$ cat src/rtl/txw_pkg.sv
package txw_pkg;
   localparam int unsigned NCAUSE     = 3;
   localparam int unsigned CAUSE_RISE = 0;
   localparam int unsigned CAUSE_FALL = 1;
   localparam int unsigned CAUSE_CTL  = 2;

   typedef enum logic [1:0] {
      OFS_CAUSE    = 2'd0,
      OFS_MASK     = 2'd1,
      OFS_DEBOUNCE = 2'd2,
      OFS_LEVEL    = 2'd3
   } loc_ofs_e;
endpackage

$ cat src/rtl/txw_hpd_filter.sv
module txw_hpd_filter #(
   parameter int unsigned SYNC_STAGES  = 2,
   parameter int unsigned DEB_W        = 16,
   parameter bit          USE_DEBOUNCE = 1'b1
) (
   input  logic             clk,
   input  logic             rst_n,
   input  logic             hpd_async,
   input  logic [DEB_W-1:0] deb_limit,
   output logic             hpd_sync,
   output logic             hpd_level,
   output logic             rise_pulse,
   output logic             fall_pulse
);
   logic [SYNC_STAGES-1:0] chain_q;

   always_ff @(posedge clk) begin
      if (!rst_n) chain_q <= '0;
      else        chain_q <= {chain_q[SYNC_STAGES-2:0], hpd_async};
   end
   assign hpd_sync = chain_q[SYNC_STAGES-1];

   generate
      if (USE_DEBOUNCE) begin : g_deb
         logic [DEB_W-1:0] cnt_q;
         always_ff @(posedge clk) begin
            if (!rst_n) begin
               cnt_q      <= '0;
               hpd_level  <= 1'b0;
               rise_pulse <= 1'b0;
               fall_pulse <= 1'b0;
            end else begin
               rise_pulse <= 1'b0;
               fall_pulse <= 1'b0;
               if (hpd_sync == hpd_level) begin
                  cnt_q <= '0;
               end else if (cnt_q >= deb_limit) begin
                  cnt_q      <= '0;
                  hpd_level  <= hpd_sync;
                  rise_pulse <= hpd_sync;
                  fall_pulse <= !hpd_sync;
               end else begin
                  cnt_q <= cnt_q + 1'b1;
               end
            end
         end
      end else begin : g_direct
         always_ff @(posedge clk) begin
            if (!rst_n) begin
               hpd_level  <= 1'b0;
               rise_pulse <= 1'b0;
               fall_pulse <= 1'b0;
            end else begin
               hpd_level  <= hpd_sync;
               rise_pulse <= hpd_sync & ~hpd_level;
               fall_pulse <= ~hpd_sync & hpd_level;
            end
         end
      end
   endgenerate

   AST_EDGE_EXCL: assert property (@(posedge clk) disable iff (!rst_n)
      !(rise_pulse && fall_pulse));
   AST_RISE_HIGH: assert property (@(posedge clk) disable iff (!rst_n)
      rise_pulse |-> hpd_level);
   AST_LEVEL_FROM_SYNC: assert property (@(posedge clk) disable iff (!rst_n)
      (hpd_level != $past(hpd_level)) |-> ($past(hpd_sync) == hpd_level));
endmodule

$ cat src/rtl/txw_irq_ctrl.sv
module txw_irq_ctrl #(
   parameter int unsigned NC = 3
) (
   input  logic          clk,
   input  logic          rst_n,
   input  logic [NC-1:0] set_vec,
   input  logic          clr_wr,
   input  logic [NC-1:0] clr_vec,
   input  logic          mask_wr,
   input  logic [NC-1:0] mask_wdata,
   output logic [NC-1:0] cause_q,
   output logic [NC-1:0] mask_q,
   output logic          irq
);
   logic [NC-1:0] clr_eff;

   always_comb clr_eff = clr_wr ? clr_vec : '0;

   always_ff @(posedge clk) begin
      if (!rst_n) begin
         cause_q <= '0;
         mask_q  <= '0;
      end else begin
         cause_q <= (cause_q & ~clr_eff) | set_vec;
         if (mask_wr) mask_q <= mask_wdata;
      end
   end

   assign irq = |(cause_q & mask_q);

   AST_SET_WINS: assert property (@(posedge clk) disable iff (!rst_n)
      (|set_vec) |=> ((cause_q & $past(set_vec)) == $past(set_vec)));
   AST_CLEAR_TAKES: assert property (@(posedge clk) disable iff (!rst_n)
      clr_wr |=> ((cause_q & $past(clr_vec & ~set_vec)) == '0));
   AST_IRQ_NEEDS_CAUSE: assert property (@(posedge clk) disable iff (!rst_n)
      irq |-> (|cause_q));
endmodule

$ cat src/rtl/txw_reg_bridge.sv
module txw_reg_bridge
   import txw_pkg::*;
#(
   parameter int unsigned AW        = 16,
   parameter int unsigned DW        = 32,
   parameter int unsigned DEB_W     = 16,
   parameter int unsigned DEB_RESET = 4,
   parameter int unsigned NC        = 3
) (
   input  logic             clk,
   input  logic             rst_n,
   input  logic             cpu_wr,
   input  logic             cpu_rd,
   input  logic             cpu_reg,
   input  logic [DW-1:0]    cpu_wdata,
   output logic [DW-1:0]    cpu_rdata,
   output logic             cpu_rvalid,
   output logic             ctl_wr,
   output logic             ctl_rd,
   output logic [AW-2:0]    ctl_addr,
   output logic [DW-1:0]    ctl_wdata,
   input  logic [DW-1:0]    ctl_rdata,
   input  logic [NC-1:0]    cause_q,
   input  logic [NC-1:0]    mask_q,
   input  logic             hpd_level,
   input  logic             hpd_sync,
   output logic             cause_wr,
   output logic             mask_wr,
   output logic [DEB_W-1:0] deb_limit
);
   logic [AW-1:0] addr_q;
   logic          far_space;
   logic          local_hit;
   loc_ofs_e      ofs;
   logic          data_wr, data_rd, loc_wr, deb_wr;
   logic [DW-1:0] loc_rdata, addr_ext;

   assign far_space = addr_q[AW-1];
   assign local_hit = (addr_q[AW-2:2] == '0);
   assign ofs       = loc_ofs_e'(addr_q[1:0]);
   assign data_wr   = cpu_wr & cpu_reg;
   assign data_rd   = cpu_rd & cpu_reg;
   assign loc_wr    = data_wr & ~far_space & local_hit;

   assign ctl_wr    = data_wr & far_space;
   assign ctl_rd    = data_rd & far_space;
   assign ctl_addr  = addr_q[AW-2:0];
   assign ctl_wdata = cpu_wdata;

   assign cause_wr  = loc_wr && (ofs == OFS_CAUSE);
   assign mask_wr   = loc_wr && (ofs == OFS_MASK);
   assign deb_wr    = loc_wr && (ofs == OFS_DEBOUNCE);

   always_comb begin
      addr_ext = '0;
      addr_ext[AW-1:0] = addr_q;
   end

   always_comb begin
      loc_rdata = '0;
      if (local_hit) begin
         unique case (ofs)
            OFS_CAUSE:    loc_rdata[NC-1:0]    = cause_q;
            OFS_MASK:     loc_rdata[NC-1:0]    = mask_q;
            OFS_DEBOUNCE: loc_rdata[DEB_W-1:0] = deb_limit;
            OFS_LEVEL:    loc_rdata[1:0]       = {hpd_sync, hpd_level};
            default:      loc_rdata            = '0;
         endcase
      end
   end

   always_ff @(posedge clk) begin
      if (!rst_n) begin
         addr_q     <= '0;
         deb_limit  <= DEB_W'(DEB_RESET);
         cpu_rdata  <= '0;
         cpu_rvalid <= 1'b0;
      end else begin
         if (cpu_wr && !cpu_reg) addr_q <= cpu_wdata[AW-1:0];
         if (deb_wr) deb_limit <= cpu_wdata[DEB_W-1:0];
         cpu_rvalid <= cpu_rd;
         if (cpu_rd) begin
            if (!cpu_reg)      cpu_rdata <= addr_ext;
            else if (far_space) cpu_rdata <= ctl_rdata;
            else               cpu_rdata <= loc_rdata;
         end
      end
   end

   AST_RVALID_AFTER_RD: assert property (@(posedge clk) disable iff (!rst_n)
      cpu_rd |=> cpu_rvalid);
   AST_ONE_SPACE: assert property (@(posedge clk) disable iff (!rst_n)
      !(ctl_wr && loc_wr));
   AST_ADDR_LOAD: assert property (@(posedge clk) disable iff (!rst_n)
      (cpu_wr && !cpu_reg) |=> (addr_q == $past(cpu_wdata[AW-1:0])));
endmodule

$ cat src/rtl/txw_top.sv
module txw_top
   import txw_pkg::*;
#(
   parameter int unsigned AW           = 16,
   parameter int unsigned DW           = 32,
   parameter int unsigned DEB_W        = 16,
   parameter int unsigned DEB_RESET    = 4,
   parameter int unsigned SYNC_STAGES  = 2,
   parameter bit          USE_DEBOUNCE = 1'b1
) (
   input  logic          clk,
   input  logic          rst_n,
   input  logic          hpd_in,
   input  logic          ctl_irq,
   input  logic          cpu_wr,
   input  logic          cpu_rd,
   input  logic          cpu_reg,
   input  logic [DW-1:0] cpu_wdata,
   output logic [DW-1:0] cpu_rdata,
   output logic          cpu_rvalid,
   output logic          ctl_wr,
   output logic          ctl_rd,
   output logic [AW-2:0] ctl_addr,
   output logic [DW-1:0] ctl_wdata,
   input  logic [DW-1:0] ctl_rdata,
   output logic          irq
);
   generate
      if (AW < 4)          begin : g_bad_aw   $error("AW must be at least 4");           end
      if (DW < AW)         begin : g_bad_dw   $error("DW must cover the address");       end
      if (DEB_W > DW)      begin : g_bad_deb  $error("DEB_W must fit in DW");            end
      if (DW < NCAUSE)     begin : g_bad_nc   $error("DW must cover the cause bits");    end
      if (SYNC_STAGES < 2) begin : g_bad_sync $error("at least two synchroniser flops"); end
   endgenerate

   logic              hpd_sync, hpd_level, rise_p, fall_p;
   logic [DEB_W-1:0]  deb_limit;
   logic [NCAUSE-1:0] cause_q, mask_q, set_vec;
   logic              cause_wr, mask_wr;

   always_comb begin
      set_vec             = '0;
      set_vec[CAUSE_RISE] = rise_p;
      set_vec[CAUSE_FALL] = fall_p;
      set_vec[CAUSE_CTL]  = ctl_irq;
   end

   txw_hpd_filter #(
      .SYNC_STAGES (SYNC_STAGES),
      .DEB_W       (DEB_W),
      .USE_DEBOUNCE(USE_DEBOUNCE)
   ) u_hpd (
      .clk       (clk),
      .rst_n     (rst_n),
      .hpd_async (hpd_in),
      .deb_limit (deb_limit),
      .hpd_sync  (hpd_sync),
      .hpd_level (hpd_level),
      .rise_pulse(rise_p),
      .fall_pulse(fall_p)
   );

   txw_irq_ctrl #(.NC(NCAUSE)) u_irq (
      .clk       (clk),
      .rst_n     (rst_n),
      .set_vec   (set_vec),
      .clr_wr    (cause_wr),
      .clr_vec   (cpu_wdata[NCAUSE-1:0]),
      .mask_wr   (mask_wr),
      .mask_wdata(cpu_wdata[NCAUSE-1:0]),
      .cause_q   (cause_q),
      .mask_q    (mask_q),
      .irq       (irq)
   );

   txw_reg_bridge #(
      .AW       (AW),
      .DW       (DW),
      .DEB_W    (DEB_W),
      .DEB_RESET(DEB_RESET),
      .NC       (NCAUSE)
   ) u_bridge (
      .clk       (clk),
      .rst_n     (rst_n),
      .cpu_wr    (cpu_wr),
      .cpu_rd    (cpu_rd),
      .cpu_reg   (cpu_reg),
      .cpu_wdata (cpu_wdata),
      .cpu_rdata (cpu_rdata),
      .cpu_rvalid(cpu_rvalid),
      .ctl_wr    (ctl_wr),
      .ctl_rd    (ctl_rd),
      .ctl_addr  (ctl_addr),
      .ctl_wdata (ctl_wdata),
      .ctl_rdata (ctl_rdata),
      .cause_q   (cause_q),
      .mask_q    (mask_q),
      .hpd_level (hpd_level),
      .hpd_sync  (hpd_sync),
      .cause_wr  (cause_wr),
      .mask_wr   (mask_wr),
      .deb_limit (deb_limit)
   );
endmodule

$ cat config.mk
export PLATFORM = sky130hd
export DESIGN_NAME = txw_top
export DESIGN_NICKNAME = d
export VERILOG_FILES = /design/src/rtl/txw_pkg.sv /design/src/rtl/txw_hpd_filter.sv /design/src/rtl/txw_irq_ctrl.sv /design/src/rtl/txw_reg_bridge.sv /design/src/rtl/txw_top.sv
export SDC_FILE = /design/constraint.sdc
export NUM_CORES = 1
export LEC_CHECK = 0
export ABC_CLOCK_PERIOD_IN_PS = 2800
export BUFFER_PORTS_ARGS = -buffer_cell sky130_fd_sc_hd__buf_2
export CELL_PAD_IN_SITES_DETAIL_PLACEMENT = 1
export CELL_PAD_IN_SITES_GLOBAL_PLACEMENT = 1
export CORE_UTILIZATION = 37
export DETAILED_ROUTE_END_ITERATION = 10
export PLACE_DENSITY_LB_ADDON = 0.1
export SLEW_MARGIN = 20
export SYNTH_ARGS = -nofsm -noshare
export SYNTH_HDL_FRONTEND = slang
export SYNTH_HIERARCHICAL = 1
export SYNTH_SLANG_ARGS = --single-unit
$ cat constraint.sdc
create_clock -name clk -period 2.8 [get_ports clk]
set_input_delay 0.14 -clock clk [delete_from_list [all_inputs] [get_ports clk]]
set_output_delay 0.14 -clock clk [all_outputs]
set_load 0.005 [all_outputs]
* Word-level counts from Yosys, hierarchy flattened
Index checks and enable logic that the tools add are counted.
Cells by class: equality and inequality tests 4, magnitude comparators 1, reductions and logical operators 12, mux-type cells 7, add/sub/neg operators 1, bitwise gates (word level) 14
Operators with widths (count):
- 32-bit 2-to-1 mux | 2
- 16-bit by 1-bit adder with 16-bit output, second input constant | 1
- 16-bit greater-or-equal comparator | 1
- 16-bit 2-to-1 mux | 1
- 13-bit logical NOT | 1
- 13-bit 2-to-1 mux | 1
- 3-bit OR reduction | 3
- 2-bit one-hot mux with 4 select lines | 1
- 1-bit bitwise AND | 6
- 3-bit bitwise AND | 2
- 2-bit equality test, second input constant | 2
- 1-bit logical AND | 4
- 1-bit inverter | 4
- 3-bit 2-to-1 mux | 1
- 3-bit inverter | 1
- 3-bit bitwise OR | 1
- 1-bit one-hot mux with 3 select lines | 1
- 2-bit by 1-bit equality test with 1-bit output, second input constant | 1
- 1-bit logical NOT | 2
- 2-bit logical NOT | 1
- 2-bit AND reduction | 1
- 1-bit equality test | 1
Word-level totals: word-level logic and storage cells 50, bits in registers 92, input bits 71

* Longest topological paths before layout
Gate-level depths: netlist of run 1.
depth in word-level cells 8, mapped depth 8, depth with buffers taken out 7

* By module
The synthesis of run 1 kept the hierarchy.
By module, submodules not included:
- txw_reg_bridge | times used 1, cells each 390, area each 3316.9 sq um
- txw_hpd_filter | times used 1, cells each 139, area each 1223.7 sq um
- txw_irq_ctrl | times used 1, cells each 23, area each 227.7 sq um

* Worst setup path after synthesis of run 1
Ideal clock, no wire load.
path type register to register, from register u_bridge.addr_q[15], to register u_irq.mask_q[0], buffers on the path 1, path slack 841 ps, arrival time 1843 ps, required time 2684 ps, stages on the path, launching flop included 7, setup time 116 ps, path through dfxtp_1 buf_6 nor4_4 nand4_4 nor4b_1 mux2i_1 nor2b_1
Between the ends: longest elaborated chain between the ends 4
Ends and longest elaborated chain:
- from (decl) | RTL line txw_reg_bridge.sv:31 | logic [AW-1:0] addr_q;
- from (signal assigned) | RTL line txw_reg_bridge.sv:79 | if (cpu_wr && !cpu_reg) addr_q <= cpu_wdata[AW-1:0];
- 1-bit inverter | RTL line txw_reg_bridge.sv:43 | assign loc_wr = data_wr & ~far_space & local_hit;
- 1-bit bitwise AND (2 in a row) | RTL line txw_reg_bridge.sv:43
- 1-bit logical AND | RTL line txw_reg_bridge.sv:51 | assign mask_wr = loc_wr && (ofs == OFS_MASK);
- via mask_wr | RTL line txw_top.sv:39 | logic cause_wr, mask_wr;
- to (signal assigned) | RTL line txw_irq_ctrl.sv:25 | if (mask_wr) mask_q <= mask_wdata;
- to (decl) | RTL line txw_irq_ctrl.sv:12 | output logic [NC-1:0] mask_q,
The timed path passes the listed nets, and every way through them passes these cells. A chain may end at the register's enable or synchronous reset.

* Worst setup path after layout of run 1
from register u_bridge.deb_limit[13], to register u_hpd.g_deb.cnt_q[2]
Between the ends: longest elaborated chain between the ends 2
Ends and longest elaborated chain:
- from (decl) | RTL line txw_reg_bridge.sv:29 | output logic [DEB_W-1:0] deb_limit
- from (signal assigned) | RTL line txw_reg_bridge.sv:75 | deb_limit <= DEB_W'(DEB_RESET);
- from (signal assigned) | RTL line txw_reg_bridge.sv:80 | if (deb_wr) deb_limit <= cpu_wdata[DEB_W-1:0];
- 16-bit greater-or-equal comparator | RTL line txw_hpd_filter.sv:37 | end else if (cnt_q >= deb_limit) begin
- 3-bit OR reduction (no line)
- to (signal assigned) | RTL line txw_hpd_filter.sv:43 | cnt_q <= cnt_q + 1'b1;
- to (decl) | RTL line txw_hpd_filter.sv:25 | logic [DEB_W-1:0] cnt_q;
No other way between the ends.

==> results of run 1 <==
layer usage:
metal,vias up,GRT usage (%),routed length (um)
li1,1966,-,-
met3,19,3.19,499
met1,1862,26.5,6340
met5,-,0,0
met2,75,32.6,5770
met4,0,8.05,186
critical path, stage by stage (launching register included):
cell and delay, ns:
dfxtp_1 0.36, inv_1 0.06, ha_1 0.31, a21oi_1 0.15, nor2_1 0.06, a211oi_1 0.42
nand4_4 0.34, nor2_1 0.20
synthesized netlist by cell type (3+ instances only):
cell type,count
a22oi_1,12
buf_2,3
nand2_1,73
and2_1,3
xor2_1,9
buf_4,47
mux2i_1,21
ha_1,17
inv_1,25
a31oi_1,12
and3_1,4
xnor2_1,5
a211oi_1,4
o21a_1,7
a221oi_1,3
o21ai_0,25
nor3_1,7
nor2b_1,41
nor2_1,28
a21boi_1,3
a21boi_0,13
buf_6,3
a21oi_1,25
dfxtp_1,92
nand4_1,15
clkbuf_1,23
nand3_1,8
power by group through the flow:
stage               combinational (mW)  clock (mW)  sequential, mW
global placement                 0.265           0            1.40
finish                           0.265        1.17            1.37
detailed placement               0.268           0            1.40
CTS                              0.270        1.21            1.37
floorplan                        0.194           0            1.39
global route                     0.297        1.27            1.37
layout make-up:
cell class / instances / area (um^2) / share of cell area (%)
inverter: 25 / 93.8 / 1.73
clock buffer: 15 / 278 / 5.12
sequential: 92 / 1840 / 33.9
clock inverter: 1 / 5.00 / 0.0922
timing repair buffer: 130 / 676 / 12.4
tap: 172 / 215 / 3.96
multi-input combinational: 357 / 2320 / 42.7
logic make-up after synthesis:
family	synth area share (%)
xor+xnor	2.57
buf+inv	12.7
flops	38.6
fa+ha+maj	4.46
compound gates	14.4
mux	5.35
simple gates	21.9
cells in the final DEF (no fill, tap or decap), types with 2 or more instances in the layout:
cell         n
mux2i_1     21
buf_2      121
xor2_1       9
nand3_1      8
nand4_1     15
nand4_4      2
clkbuf_16    9
and4_1       2
nor2b_1     41
nor3_1       7
nor2_1      28
a221oi_1     3
and3_1       4
nor4_4       2
a31oi_1     12
clkbuf_1     3
and2_1       3
a21boi_0    13
o21a_1       7
a21oi_1     25
ha_1        17
a211oi_1     4
clkbuf_8     3
buf_4        8
a21boi_1     3
mux4_2       2
and3_2       2
nand2_1     73
o21ai_0     25
inv_1       25
dfxtp_1     92
a22oi_1     12
xnor2_1      5
path summary, 6_finish.rpt:
kind,endpoint,slack [ns],depth (start not counted)
worst max-delay path,u_hpd/g_deb.cnt_q[2],0.83,7
worst min-delay path,u_bridge/cpu_rdata[24],0.05,3
worst max register to register,u_hpd/g_deb.cnt_q[2],0.83,7
worst min register to register,u_hpd/chain_q[1],0.43,1
through the flow:
stage	setup WS (ns)	cell area (um^2)	util, %	cells	hold WS, ns
3_5_place_dp	0.802	5140	40.9	775	0.280
3_3_place_gp	0.883	5140	40.9	775	0.280
4_1_cts	0.771	5430	43.2	792	0.0348
2_1_floorplan	0.841	4770	-	552	0.247
5_1_grt	0.640	5430	43.2	792	0.0480
6_report	0.829	5430	43.2	792	0.0465
sequential cells by signal, indices dropped and copies added, names as in the netlist:
name                 count
u_bridge/cpu_rdata      32
u_bridge/addr_q         16
u_bridge/deb_limit      16
u_hpd/g_deb.cnt_q       16
u_irq/cause_q            3
u_irq/mask_q             3
u_hpd/chain_q            2
u_bridge/cpu_rvalid      1
u_hpd/fall_pulse         1
u_hpd/hpd_level          1
u_hpd/rise_pulse         1
==> impl_results.md, run 1 <==
- Status: complete, no violations
- CTS buffer count: 9
- All-layer global routing usage: 20.0%
- Slew HR: 57.1%
- N_diodes: 0
- HPWL after DPL: 9650 um
- Syn_nets: 640
- Syn Area/Cell: 8.64 um^2
- Ys flop type: dfxtp_1
- First-pass GRT wire length: 20,500 um
- WL per Instance: 16.2 um
- CP arrival: 2.24 ns
- Total number of vias: 3,922
- Vias per inst: 4.95
- Die area: 0.0133 mm^2
- Synth Warn #: 6
- Clk root buf: clkbuf_16
- Cell Int Power: 2.13 mW
- Cell accounting for the most synthesized area: dfxtp_1
- Share of cells above drive strength 1: 25.2%
- Die X: 116 um
- CTS tree: done
- Clock-pin slew on the worst setup and hold paths: 0.06 ns
- MaxCap Viol Count: 0
- Initial antenna violation count: 0
- Number of global-route vias before repair: 3,958
- Filler Cell Count: 1,542
- Hold Fails Final Rpt: 0
- Sequential power share: 48.8%
- Initial DRC Count: 173
- Deepest clock path buffer count: 2
- Net switching power: 0.681 mW
- Residual DRC: 0
- Worst setup path category: reg2reg
- Final Wtd Congestion: 0.759
- EDFF count, synth: 0
- Sink Count: 92
- Hold/Removal Path Class: in2reg
- Clk Latency, worst-skew pair: 0.34 ns
- Worst VDD drop: 193 uV
- Port-buffer cells: 121
- Sw Ratio: 24.2%
- Setup violators final: 0
- Post-route ant nets: 0
- Hold Buf Count CTS: 1
- H-tree lvl count: 3
- Chip Height: 116 um
- Post_cts resized: 0
- # Post-CTS Setup Buffers: 0
- Worst EP required: 3.07 ns
- HP Start: ctl_rdata[24]
- Critical path origin: u_bridge/deb_limit[13]
- GR Overflow Total: 0
- Final count of pins violating max slew: 0
- Number of nets in the layout: 703
- Worst r2r src: u_bridge/deb_limit[13]
- Leakage Power: 2.19 nW
- Least-Margin Pin Slew: 0.643 ns
- Achievable Freq: 507 MHz
- Netlist Area Pre-Place: 0.00477 mm^2
- Register bit total from synthesis: 92
- Core area: 0.0126 mm^2
- Final WL: 12,800 um
- Gate power share: 9.4%
- Drt pass-1 iters: 4
- Worst Setup End Kind: register
- Main area contributors after synthesis: dfxtp_1, buf_4, nand2_1
- Cells after synthesis: 552
- Worst Setup Start Kind: register
- RSZ-0062 raised after global routing: no
- CP max FO: 16
- Async SR Flop Fraction: 0%
- Period utilization: 70.4%
- IO Count: 154
- Pwr Total: 2.81 mW
- Pwr/cell area: 518 mW/mm^2
- Synth cell types: 46
- Setup TNS: 0 ns
- Initial Utilization: 37.9%
- Area delta synth->final: 13.9%
- Yosys top cell area share: 38.6%
- Pin count of the biggest net entering global routing: 46
- Clock Skews: 0.00562 ns
- Final Critical Period: 1.97 ns
- Sequential area share after synthesis: 38.6%
- Clock power share: 41.8%
- Standard-cell rows: 41
No activity file was read; power rests on OpenSTA's default activity.
==> run 2: changes to the inputs <==
--- a/config.mk
+++ b/config.mk
@@ -5,11 +5,12 @@
 export SDC_FILE = /design/constraint.sdc
 export NUM_CORES = 1
 export LEC_CHECK = 0
-export ABC_CLOCK_PERIOD_IN_PS = 2800
+export ABC_AREA = 1
+export ABC_CLOCK_PERIOD_IN_PS = 1800
 export BUFFER_PORTS_ARGS = -buffer_cell sky130_fd_sc_hd__buf_2
 export CELL_PAD_IN_SITES_DETAIL_PLACEMENT = 1
 export CELL_PAD_IN_SITES_GLOBAL_PLACEMENT = 1
-export CORE_UTILIZATION = 37
+export CORE_UTILIZATION = 32
 export DETAILED_ROUTE_END_ITERATION = 10
 export PLACE_DENSITY_LB_ADDON = 0.1
 export SLEW_MARGIN = 20
==> constraint.sdc (replaced) <==
create_clock -name clk -period 1.8 [get_ports clk]
set_input_delay 0.09 -clock clk [delete_from_list [all_inputs] [get_ports clk]]
set_output_delay 0.09 -clock clk [all_outputs]
set_load 0.005 [all_outputs]
==> run 2 against run 1 <==
Worst hold slack worse by 0.012 ns. Die area up 13%. Non-clock buffer count grew 31. Critical path depth down 2. First-iteration DRC count is 14% lower. Via count grew 11%. Register-to-register slack lost 0.63 ns. Highest routed layer unchanged. Critical path type is now reg2out. Largest power group unchanged. Sequential share of layout area is 1.4 points lower.
==> impl_results.md, run 2 <==
- Clock-pin slew on the worst setup and hold paths: 0.06 ns (about the same)
- Netlist Area Pre-Place: 0.00468 mm^2 (was 0.00477 mm^2)
- Clk Latency, worst-skew pair: 0.35 ns (was 0.34 ns)
- Final Critical Period: 1.70 ns
- Number of global-route vias before repair: 4,207 (was 3,958)
- GR Overflow Total: 0 (unchanged)
- Worst EP required: 1.71 ns (was 3.07 ns)
- Standard-cell rows: 43 (was 41)
- Initial DRC Count: 149 (was 173)
- RSZ-0062 raised after global routing: no (unchanged)
- CP max FO: 16 (unchanged)
- Main area contributors after synthesis: dfxtp_1, nand2_1, a21oi_1 (was dfxtp_1, buf_4, nand2_1)
- Die area: 0.0151 mm^2 (was 0.0133 mm^2)
- Most frequent cell after synthesis: nand2_1 (was dfxtp_1)
- Hold Fails Final Rpt: 0 (unchanged)
- Net switching power: 1.14 mW (was 0.681 mW)
- Yosys top cell area share: 39.3% (was 38.6%)
- Worst setup path category: reg2out (was reg2reg)
- Main combinational cell family by area after synthesis: simple AND/OR/NAND/NOR gates (unchanged)
- Sink Count: 92 (unchanged)
- Pwr/cell area: 793 mW/mm^2 (was 518 mW/mm^2)
- Status: complete, no violations (unchanged)
- Post-synthesis simple-gate area fraction: 23.2% (was 21.9%)
- WL per Instance: 14.7 um (was 16.2 um)
- Worst r2r src: u_bridge/addr_q[13] (was u_bridge/deb_limit[13])
- Filler Cell Count: 1,794 (was 1,542)
- Initial Utilization: 33.2% (was 37.9%)
- Max reg flops: 32 (unchanged)
- # Post-CTS Setup Buffers: 0 (unchanged)
- Ys flop type: dfxtp_1 (unchanged)
- Hold endpoint: u_bridge/deb_limit[8] (was u_bridge/cpu_rdata[24])
- Leakage Power: 2.53 nW (was 2.19 nW)
- Vias per inst: 4.71 (was 4.95)
- Pwr Total: 4.50 mW (was 2.81 mW)
- Final Wtd Congestion: 0.798 (was 0.759)
- Slew HR: 51.0% (was 57.1%)
- Sequential power share: 47.5% (was 48.8%)
- Multi-input gate area: 0.00212 mm^2 (was 0.00232 mm^2)
- Chip Height: 123 um (was 116 um)
- Adder-cell share of the synthesized area: 4.54% (was 4.46%)
- Total number of vias: 4,339 (was 3,922)
- Sequential area share after synthesis: 39.3% (was 38.6%)
- Register bit total from synthesis: 92 (unchanged)
- MaxCap Viol Count: 0 (unchanged)
- Worst VDD drop: 408 uV (was 193 uV)
- Clock Skews: 0.00783 ns (was 0.00562 ns)
- R2R depth: 9 (was 7)
- Initial antenna violation count: 0 (unchanged)
- Mux cell area share after synthesis: 0% (was 5.35%)
- Area delta synth->final: 21.2% (was 13.9%)
- Most frequent cells after synthesis: nand2_1, dfxtp_1, a21oi_1 (was dfxtp_1, nand2_1, buf_4)
- Core area: 0.0141 mm^2 (was 0.0126 mm^2)
- Share of cells above drive strength 1: 24.3% (was 25.2%)
- All-layer global routing usage: 18.4% (was 20.0%)
- EDFF count, synth: 0 (unchanged)
- Hold Path Cell Cnt: 3 (unchanged)
- Drt pass-1 iters: 4 (unchanged)
- Sw Ratio: 25.3% (was 24.2%)
- Number of nets in the layout: 826 (was 703)
- First-pass GRT wire length: 21,300 um (was 20,500 um)
- CTS tree: done (unchanged)
- Clock power share: 41.1% (was 41.8%)
- CP arrival: 1.61 ns (was 2.24 ns)
- Reg-to-reg endpoint: u_irq/mask_q[2] (was u_hpd/g_deb.cnt_q[2])
- Pin count of the biggest net entering global routing: 39 (was 46)
- Compound-Gate Fraction of Synth Area: 15.6% (was 14.4%)
- Post-route ant nets: 0 (unchanged)
- N_diodes: 0 (unchanged)
- HPWL after DPL: 10,300 um (was 9650 um)
- Biggest register: u_bridge/cpu_rdata (unchanged)
- HP Start: cpu_wdata[8] (was ctl_rdata[24])
- Gate power share: 11.4% (was 9.4%)
- Worst Setup End Kind: primary output (was register)
- Synth cell types: 32 (was 46)
- Syn Area/Cell: 7.32 um^2 (was 8.64 um^2)
- Die X: 123 um (was 116 um)
- Least-Margin Pin Slew: 0.735 ns (was 0.643 ns)
- XOR/XNOR Fraction of Synth Area: 1.87% (was 2.57%)
- IO Count: 154 (unchanged)
- Setup violators final: 0 (unchanged)
- Worst R2R Setup Slack: 0.20 ns (was 0.83 ns)
- Cells after synthesis: 640 (was 552)
- Achievable Freq: 590 MHz
- Port-buffer cells: 121 (unchanged)
- Async SR Flop Fraction: 0% (unchanged)
- Final count of pins violating max slew: 0 (unchanged)
- Hold/Removal Path Class: in2reg (unchanged)
- Synth Warn #: 6 (unchanged)
- Clk root buf: clkbuf_16 (unchanged)
- Setup TNS: 0 ns (unchanged)
- Hold WS: 0.0343 ns (was 0.0465 ns)
- CTS buffer count: 9 (unchanged)
- Residual DRC: 0 (unchanged)
- Cell Int Power: 3.37 mW (was 2.13 mW)
- Period utilization: 94.2%
- Commonest non-fill, non-tap cells in the layout: buf_2, nand2_1, dfxtp_1 (was buf_2, dfxtp_1, nand2_1)
- Worst Setup Start Kind: register (unchanged)
- Post-layout util: 40.3% (was 43.2%)
- Cell accounting for the most synthesized area: dfxtp_1 (unchanged)
- Commonest non-fill, non-tap cell in the layout: buf_2 (unchanged)
- H-tree lvl count: 3 (unchanged)
- Deepest clock path buffer count: 2 (unchanged)
- Final WL: 13,500 um (was 12,800 um)
- Register Area: 0.00184 mm^2 (about the same)
- Syn_nets: 728 (was 640)
run 2: cell count changes in the layout (fill, tap and decap cells not counted), sizes merged, moves of 12 or more:
cell / delta
mux2i: -21
o21ai: +26
nand3: +18
nor2b: -41
a21oi: +60
a21boi: -16
inv: +35
dlygate4sd3: +17
a22oi: -12
buf: +14
nor2: +50
nand2: +43
run 2: worst max path at each step:
stage | startpoint | endpoint | slack, ns | cells after the start
after floorplan | u_bridge/deb_limit[15] | u_hpd/g_deb.cnt_q[12] | 0.23 | 8
after detailed placement | u_bridge/deb_limit[15] | u_hpd/hpd_level | 0.12 | 9
after global routing | u_bridge/addr_q[15] | ctl_rd | 0.009 | 5
final | u_bridge/addr_q[15] | ctl_rd | 0.10 | 5
after global placement | u_bridge/deb_limit[15] | u_hpd/g_deb.cnt_q[7] | 0.15 | 8
after CTS | u_bridge/addr_q[15] | ctl_rd | 0.06 | 5
run 2: layout make-up:
class	instances	area share, %
Inverter	61	4.03
Timing Repair Buffer	161	17.2
Clock inverter	5	0.970
Sequential cell	92	32.5
Multi-Input combinational cell	413	37.4
Clock buffer	9	3.97
Tap cell	180	3.97
run 2: power groups by stage:
stage	Clock, mW	Combinational, mW	Sequential, mW
4_1_cts	1.92	0.520	2.14
3_3_place_gp	0	0.485	2.18
5_1_grt	2.00	0.580	2.15
3_5_place_dp	0	0.488	2.19
2_1_floorplan	0	0.338	2.17
6_report	1.85	0.515	2.14
run 2: cells by family after synthesis:
family          Yosys count
fa+ha+maj                17
buf+inv                 135
compound gates          144
flops                    92
xor+xnor                 10
simple gates            242
run 2: what timing repair did:
action                     CTS  global route
hold endpoints to repair    18             0
setup endpoints to repair    0            19
hold buffers                18             0
resized for setup            0             4
run 2: metal layers:
layer	part of all wire, %	GRT usage [%]
met2	46	29.6
met5	0	0
met4	1.6	7.53
met3	4.3	2.77
met1	48	24.7
run 2: per-stage QoR:
step	setup slack (ns)	area (um^2)	std cells
after detailed placement	0.122	5210	889
after floorplan	0.225	4680	640
after global placement	0.148	5210	889
after CTS	0.0600	5670	921
final	0.105	5680	921
after global routing	0.00946	5680	921
run 2: critical path: stages (launching register included):
cell	delay, ns
dfxtp_1	0.37
buf_4	0.24
inv_1	0.13
nor3_2	0.20
buf_4	0.19
buf_2	0.12
